$ cat config.mk
export PLATFORM = sky130hd
export DESIGN_NAME = ilv_sram_ctrl
export DESIGN_NICKNAME = d
export VERILOG_FILES = /design/src/rtl/ilv_sram_pkg.sv /design/src/rtl/ilv_burst_seq.sv /design/src/rtl/ilv_bank_port.sv /design/src/rtl/ilv_rd_capture.sv /design/src/rtl/ilv_sram_ctrl.sv
export SDC_FILE = /design/constraint.sdc
export NUM_CORES = 1
export LEC_CHECK = 0
export BUFFER_PORTS_ARGS = -buffer_cell sky130_fd_sc_hd__buf_2
export CORE_ASPECT_RATIO = 1.2
export CORE_MARGIN = 2
export CORE_UTILIZATION = 49
export DETAILED_ROUTE_END_ITERATION = 7
export PLACE_DENSITY = 0.8
export SYNTH_ARGS = -nofsm -noshare
export SYNTH_HDL_FRONTEND = slang
export SYNTH_SLANG_ARGS = --single-unit
$ cat constraint.sdc
create_clock -name clk -period 2 [get_ports clk]
set_input_delay 0.2 -clock clk [delete_from_list [all_inputs] [get_ports clk]]
set_output_delay 0.2 -clock clk [all_outputs]
set_load 0.01 [all_outputs]
$ cat src/rtl/ilv_sram_pkg.sv
package ilv_sram_pkg;

  // Life cycle of one access inside one bank.
  typedef enum logic [1:0] {
    PH_IDLE   = 2'd0,
    PH_SETUP  = 2'd1,
    PH_STROBE = 2'd2
  } bank_ph_e;

  // Bank that holds a word: lowest word-address bit.
  function automatic logic bank_of(input logic [31:0] wa);
    return wa[0];
  endfunction

  // Row inside the bank: the word address without its bank bit.
  function automatic logic [31:0] row_of(input logic [31:0] wa);
    return wa >> 1;
  endfunction

  // Next word address of a burst, wrapping modulo 2^aw.
  function automatic logic [31:0] step_word(input logic [31:0] wa, input int unsigned aw);
    logic [31:0] mask;
    mask = (aw >= 32) ? 32'hFFFF_FFFF : ((32'd1 << aw) - 32'd1);
    return (wa + 32'd1) & mask;
  endfunction

endpackage

$ cat src/rtl/ilv_burst_seq.sv
module ilv_burst_seq
  import ilv_sram_pkg::*;
#(
  parameter int AW = 12,
  parameter int LW = 4
) (
  input  logic          clk,
  input  logic          rst_n,
  input  logic          adv,
  input  logic          start,
  input  logic          start_wr,
  input  logic [AW-1:0] start_addr,
  input  logic [LW-1:0] start_len,
  output logic          active,
  output logic          is_wr,
  output logic          issue,
  output logic [AW-1:0] issue_addr
);

  logic [AW-1:0] ptr_q;
  logic [LW-1:0] left_q;

  assign issue      = active & adv;
  assign issue_addr = ptr_q;

  always_ff @(posedge clk or negedge rst_n) begin
    if (!rst_n) begin
      active <= 1'b0;
      is_wr  <= 1'b0;
      ptr_q  <= '0;
      left_q <= '0;
    end else if (adv) begin
      if (!active) begin
        if (start) begin
          active <= 1'b1;
          is_wr  <= start_wr;
          ptr_q  <= start_addr;
          left_q <= start_len;
        end
      end else begin
        ptr_q <= AW'(step_word(32'(ptr_q), AW));
        if (left_q == '0) active <= 1'b0;
        else              left_q <= left_q - 1'b1;
      end
    end
  end

endmodule

$ cat src/rtl/ilv_bank_port.sv
module ilv_bank_port
  import ilv_sram_pkg::*;
#(
  parameter int RW = 11,
  parameter int DW = 32
) (
  input  logic          clk,
  input  logic          rst_n,
  input  logic          adv,
  input  logic          sel,
  input  logic          sel_wr,
  input  logic [RW-1:0] sel_row,
  input  logic [DW-1:0] sel_data,
  output logic          cs_n,
  output logic          we_n,
  output logic          oe_n,
  output logic [RW-1:0] addr,
  output logic [DW-1:0] dq_o,
  output logic          dq_oe,
  output logic          rd_done
);

  bank_ph_e ph_q;
  logic     wr_q;

  always_ff @(posedge clk or negedge rst_n) begin
    if (!rst_n) begin
      ph_q <= PH_IDLE;
      wr_q <= 1'b0;
      addr <= '0;
      dq_o <= '0;
    end else if (adv) begin
      if (sel) begin
        ph_q <= PH_SETUP;
        wr_q <= sel_wr;
        addr <= sel_row;
        if (sel_wr) dq_o <= sel_data;
      end else begin
        case (ph_q)
          PH_SETUP:  ph_q <= PH_STROBE;
          default:   ph_q <= PH_IDLE;
        endcase
      end
    end
  end

  assign cs_n    = (ph_q == PH_IDLE);
  assign we_n    = !((ph_q == PH_STROBE) && wr_q);
  assign oe_n    = !((ph_q == PH_STROBE) && !wr_q);
  assign dq_oe   = (ph_q != PH_IDLE) && wr_q;
  // A read strobe ends at the next advancing edge: capture point.
  assign rd_done = (ph_q == PH_STROBE) && !wr_q;

endmodule

$ cat src/rtl/ilv_rd_capture.sv
module ilv_rd_capture #(
  parameter int DW = 32
) (
  input  logic                 clk,
  input  logic                 rst_n,
  input  logic                 adv,
  input  logic [1:0]           rd_done,
  input  logic [1:0][DW-1:0]   dq_i,
  output logic                 rvalid,
  output logic [DW-1:0]        rdata
);

  logic [DW-1:0] pick;

  always_comb begin
    pick = dq_i[0];
    if (rd_done[1]) pick = dq_i[1];
  end

  always_ff @(posedge clk or negedge rst_n) begin
    if (!rst_n) begin
      rvalid <= 1'b0;
      rdata  <= '0;
    end else if (adv) begin
      rvalid <= |rd_done;
      if (|rd_done) rdata <= pick;
    end
  end

endmodule

$ cat src/rtl/ilv_sram_ctrl.sv
module ilv_sram_ctrl
  import ilv_sram_pkg::*;
#(
  parameter int AW = 12,
  parameter int LW = 4,
  parameter int DW = 32
) (
  input  logic                    clk,
  input  logic                    rst_n,
  input  logic                    bus_start,
  input  logic                    bus_wr,
  input  logic [AW-1:0]           bus_addr,
  input  logic [LW-1:0]           bus_len,
  input  logic                    bus_wait,
  input  logic [DW-1:0]           bus_wdata,
  output logic                    bus_rdy,
  output logic [DW-1:0]           bus_rdata,
  output logic                    bus_rdata_oe,
  output logic [1:0]              mem_cs_n,
  output logic [1:0]              mem_we_n,
  output logic [1:0]              mem_oe_n,
  output logic [1:0][AW-2:0]      mem_addr,
  output logic [1:0][DW-1:0]      mem_dq_o,
  output logic [1:0]              mem_dq_oe,
  input  logic [1:0][DW-1:0]      mem_dq_i
);

  localparam int RW = AW - 1;

  logic          adv;
  logic          seq_active;
  logic          seq_wr;
  logic          seq_issue;
  logic [AW-1:0] seq_addr;
  logic [1:0]    issue_vec;
  logic [1:0]    rd_done;
  logic          rvalid;
  logic [RW-1:0] issue_row;

  // A processor wait freezes every register of the block.
  assign adv       = !bus_wait;
  assign issue_row = RW'(row_of(32'(seq_addr)));

  ilv_burst_seq #(.AW(AW), .LW(LW)) u_seq (
    .clk        (clk),
    .rst_n      (rst_n),
    .adv        (adv),
    .start      (bus_start),
    .start_wr   (bus_wr),
    .start_addr (bus_addr),
    .start_len  (bus_len),
    .active     (seq_active),
    .is_wr      (seq_wr),
    .issue      (seq_issue),
    .issue_addr (seq_addr)
  );

  for (genvar b = 0; b < 2; b++) begin : g_bank
    assign issue_vec[b] = seq_issue && (bank_of(32'(seq_addr)) == 1'(b));

    ilv_bank_port #(.RW(RW), .DW(DW)) u_port (
      .clk      (clk),
      .rst_n    (rst_n),
      .adv      (adv),
      .sel      (issue_vec[b]),
      .sel_wr   (seq_wr),
      .sel_row  (issue_row),
      .sel_data (bus_wdata),
      .cs_n     (mem_cs_n[b]),
      .we_n     (mem_we_n[b]),
      .oe_n     (mem_oe_n[b]),
      .addr     (mem_addr[b]),
      .dq_o     (mem_dq_o[b]),
      .dq_oe    (mem_dq_oe[b]),
      .rd_done  (rd_done[b])
    );
  end

  ilv_rd_capture #(.DW(DW)) u_cap (
    .clk     (clk),
    .rst_n   (rst_n),
    .adv     (adv),
    .rd_done (rd_done),
    .dq_i    (mem_dq_i),
    .rvalid  (rvalid),
    .rdata   (bus_rdata)
  );

  assign bus_rdata_oe = rvalid;
  assign bus_rdy      = adv && (rvalid || (seq_active && seq_wr));

endmodule

==> summary.md <==
| Metric | Value |
|---|---|
| Hold Path Sink | `g_bank[0].u_port.dq_o[19]$_DFFE_PN0P_` |
| Core area | `roughly 0.013 sq mm` |
| Reg2Reg Depth | `4` |
| Period utilisation layout | `0.916` |
| Synthesis warning total | `0` |
| Vias in the first global route | `around 5000` |
| Fin crit period | `1830 ps` |
| Setup WS pre-CTS | `231 ps` |
| Synth Flop Type | `dfrtp_1` |
| Max frequency | `roughly 550 MHz` |
| CP arrival | `1630 ps` |
| TritonCTS sink count | `~140` |
| Sequential Power Share | `0.400` |
| I/O Buffers | `between 200 and 250` |
| Critical Path Sink Type | `primary output` |
| Switch Pwr | `4.77 mW` |
| Synth area leaders | `dfrtp_1 57%, mux2_2 15%, mux2i_1 6.0%` |
| Synth-to-layout area growth | `31.3%` |
| Crit start category | `register` |
| Commonest non-fill, non-tap cells in the layout | `243 x buf_2, 143 x dfrtp_1, 86 x mux2_2` |
| Worst vdd ir | `894 uV` |
| Antenna diodes | `0` |
| GR Overflow Total | `0` |
| TritonCTS Buffers | `17` |
| Hpwl dp | `10800 um` |
| Total power | `13.1 mW` |
| DRC viols | `0` |
| Final WS setup | `167 ps` |
| Final hold viol count | `0` |
| Reg2reg setup slack | `~300 ps` |
| Nets | `862` |
| P_leak | `4.15 nW` |
| CTS tree | `yes` |
| Largest net degree at the start of global routing | `75` |
| Filler cell count | `966` |
| Total GRT Usage | `0.220` |
| Area of the multi-input gates | `approximately 0.0025 sq mm` |
| R2R Path Start | `u_seq.issue_addr[0]$_DFFE_PN0P_` |
| Sequential standard cell area | `roughly 0.0036 sq mm` |
| Pint | `approximately 8.3 mW` |
| CTS max path bufs | `2` |
| Die Y-Extent | `128 um` |
| Worst-case clock skew | `10.9 ps` |
| Routed WL | `roughly 15000 um` |
| Design area | `0.00829 sq mm` |
| DP Area | `between 0.007 and 0.008 sq mm` |
| Layout cells sized above 1 | `0.537` |
| PwrDens | `roughly 1600 mW/mm^2` |
| Clock Power Share | `0.230` |
| Synth Cell Area | `0.00632 sq mm` |
| Skew-Pair Late Insertion Delay | `between 400 and 500 ps` |
| Crit path max fanout | `17` |
| Sw frac | `0.364` |
| WS Path Type | `register to primary output` |
| Max Cap Viol | `0` |
| Ys async rst share | `1.00` |
| H-Tree Depth | `4` |
| Class of the worst hold path | `input pin to register` |
| WP data required | `roughly 1800 ps` |
| Root Driver | `clkbuf_16` |
| Top cell type's share of synthesized area | `0.567` |
| Reg-to-Reg End | `g_bank[0].u_port.dq_o[21]$_DFFE_PN0P_` |
| Cell variety after synth | `37` |
| Initial antenna violation count | `0` |
| Setup-failing EPs final | `0` |
| First drt pass iteration count | `4` |
| Flops & latches, synth | `143` |
| Routed Antenna Nets | `0` |
| IO Count | `245` |
| Avg Inst Size Synth | `12.5 sq um` |
| Slew headroom | `0.691` |
| Initial Util | `0.501` |
| Wire per inst | `between 15 and 20 um` |
| Gate power share | `0.370` |
| Slew Limit Fails | `0` |
| Drt initial violations | `236` |
| First-pass GRT wire length | `23700 um` |
| Gate Count Post-Synth | `506` |
| Post-synth top area cell | `dfrtp_1` |
| Via/cell ratio | `5.26` |
| Die Wd | `108 um` |
| Core Rows | `45` |
| Sequential fraction of the synthesis area | `0.567` |
| Most common cell after layout, fill and taps aside | `buf_2` |
| EDFF count, synth | `0` |
| Vias | `4840` |
| Final Wtd Congestion | `0.772` |
| Postcts setup bufs | `0` |
| Final TNS setup | `0 ps` |
| Syn Nets | `625` |
| Status | `finished clean` |
| RSZ-0062 raised after global routing | `no` |
| Worst Tran Pin Value | `464 ps` |
| Hold Path Cell Cnt | `2` |
| Die footprint | `0.0138 sq mm` |
| Worst min-delay path startpoint | `bus_wdata[19]` |
| Worst-path clk slew | `70 ps` |
[area by class of cell]
type / count / area share
repair buffers: 258 / 0.172
multi-input cells: 316 / 0.299
clock inverters: 15 / 0.0181
inverters: 7 / 0.00317
flip-flops and latches: 143 / 0.432
well taps: 164 / 0.0247
clock buffers: 17 / 0.0513
[synth_stat cells (2+ instances only)]
library cell and n:
nand2b_1 3, buf_2 9, mux2_2 86, buf_1 2, buf_4 13, dfrtp_1 143
nor3_1 6, buf_6 4, nand2_1 23, o21bai_1 2, a21oi_2 28, mux2i_1 38
clkbuf_1 12, o22a_1 10, nand3b_1 2, nand3_1 10, o22ai_1 11, o21ai_0 14
nor2_1 46, nand4_1 3, inv_1 7, or3b_1 2, a21oi_1 17, ha_1 2
[worst max-delay path, cell delays in order, from the launching register on]
cell     delay [ps]
dfrtp_1         420
or3b_4          470
buf_12          190
buf_2           150
[logic make-up (layout without fill, tap and decap cells)]
kind of cell	after synthesis	in the layout	synth area share
AOI/OAI and AO/OA	86	86	0.0967
adders and majority gates	2	2	0.00396
DFF	143	143	0.567
and+or+nand+nor	103	103	0.0757
xor gates and xnor gates	1	1	0.00139
buffers and inverters	47	297	0.0422
muxes	124	124	0.214
[per-stage QoR]
stage	hold slack, ps	util	std cells
after floorplan	-95.6	-	506
after global placement	3.72	0.608	886
after CTS	11.2	0.655	919
after global routing	6.94	0.658	920
final	24.6	0.658	920
after detailed placement	3.54	0.608	886
[worst max path at each step]
| stage | slack, ps | start | endpoint | depth (start not counted) |
|---|---|---|---|---|
| after global routing | 120 | g_bank[1].u_port.ph_q[0]$_DFFE_PN0N_ | mem_oe_n[1] | 3 |
| after floorplan | 280 | u_seq.issue_addr[0]$_DFFE_PN0P_ | g_bank[0].u_port.dq_o[10]$_DFFE_PN0P_ | 5 |
| after detailed placement | 230 | g_bank[1].u_port.ph_q[0]$_DFFE_PN0N_ | u_cap.rdata[1]$_DFFE_PN0P_ | 4 |
| after CTS | 10 | g_bank[1].u_port.ph_q[0]$_DFFE_PN0N_ | mem_oe_n[1] | 3 |
| after global placement | 280 | g_bank[1].u_port.ph_q[0]$_DFFE_PN0N_ | u_cap.rdata[1]$_DFFE_PN0P_ | 4 |
| final | 170 | g_bank[1].u_port.ph_q[0]$_DFFE_PN0N_ | mem_oe_n[1] | 3 |
[state kept, by name, indices dropped and copies added, names as in the netlist]
| signal | count |
|---|---|
| g_bank.u_port.dq_o | 64 |
| u_cap.rdata | 32 |
| g_bank.u_port.addr | 22 |
| u_seq.issue_addr | 12 |
| g_bank.u_port.ph_q | 4 |
| u_seq.left_q | 4 |
| g_bank.u_port.wr_q | 2 |
| u_cap.rvalid | 1 |
| u_seq.active | 1 |
| u_seq.is_wr | 1 |
[power by group through the flow]
| stage | sequential (mW) | combinational [mW] | clock, mW |
|---|---|---|---|
| 4_1_cts | 5.23 | 4.86 | 3.08 |
| 3_3_place_gp | 5.15 | 4.66 | 0 |
| 2_1_floorplan | 5.63 | 2.46 | 0 |
| 5_1_grt | 5.42 | 5.29 | 3.22 |
| 6_report | 5.24 | 4.85 | 3.02 |
| 3_5_place_dp | 5.25 | 4.84 | 0 |
[repair_timing]
item                                    in CTS  in global routing
endpoints found under the setup margin       1                  1
hold buffers                                 1                  0
gates cloned                                 0                  1
hold endpoints to repair                   143                  0
resized for setup                            3                  1
[layer usage]
| layer | vias to the layer above | track usage | part of all wire |
|---|---|---|---|
| met2 | 216 | 0.380 | 0.50 |
| li1 | 2266 | - | - |
| met3 | 27 | 0.0770 | 0.091 |
| met5 | - | 0 | 0 |
| met4 | 0 | 0.0845 | 0.022 |
| met1 | 2331 | 0.249 | 0.39 |
Note: power is estimated with default switching activity, not from simulation.
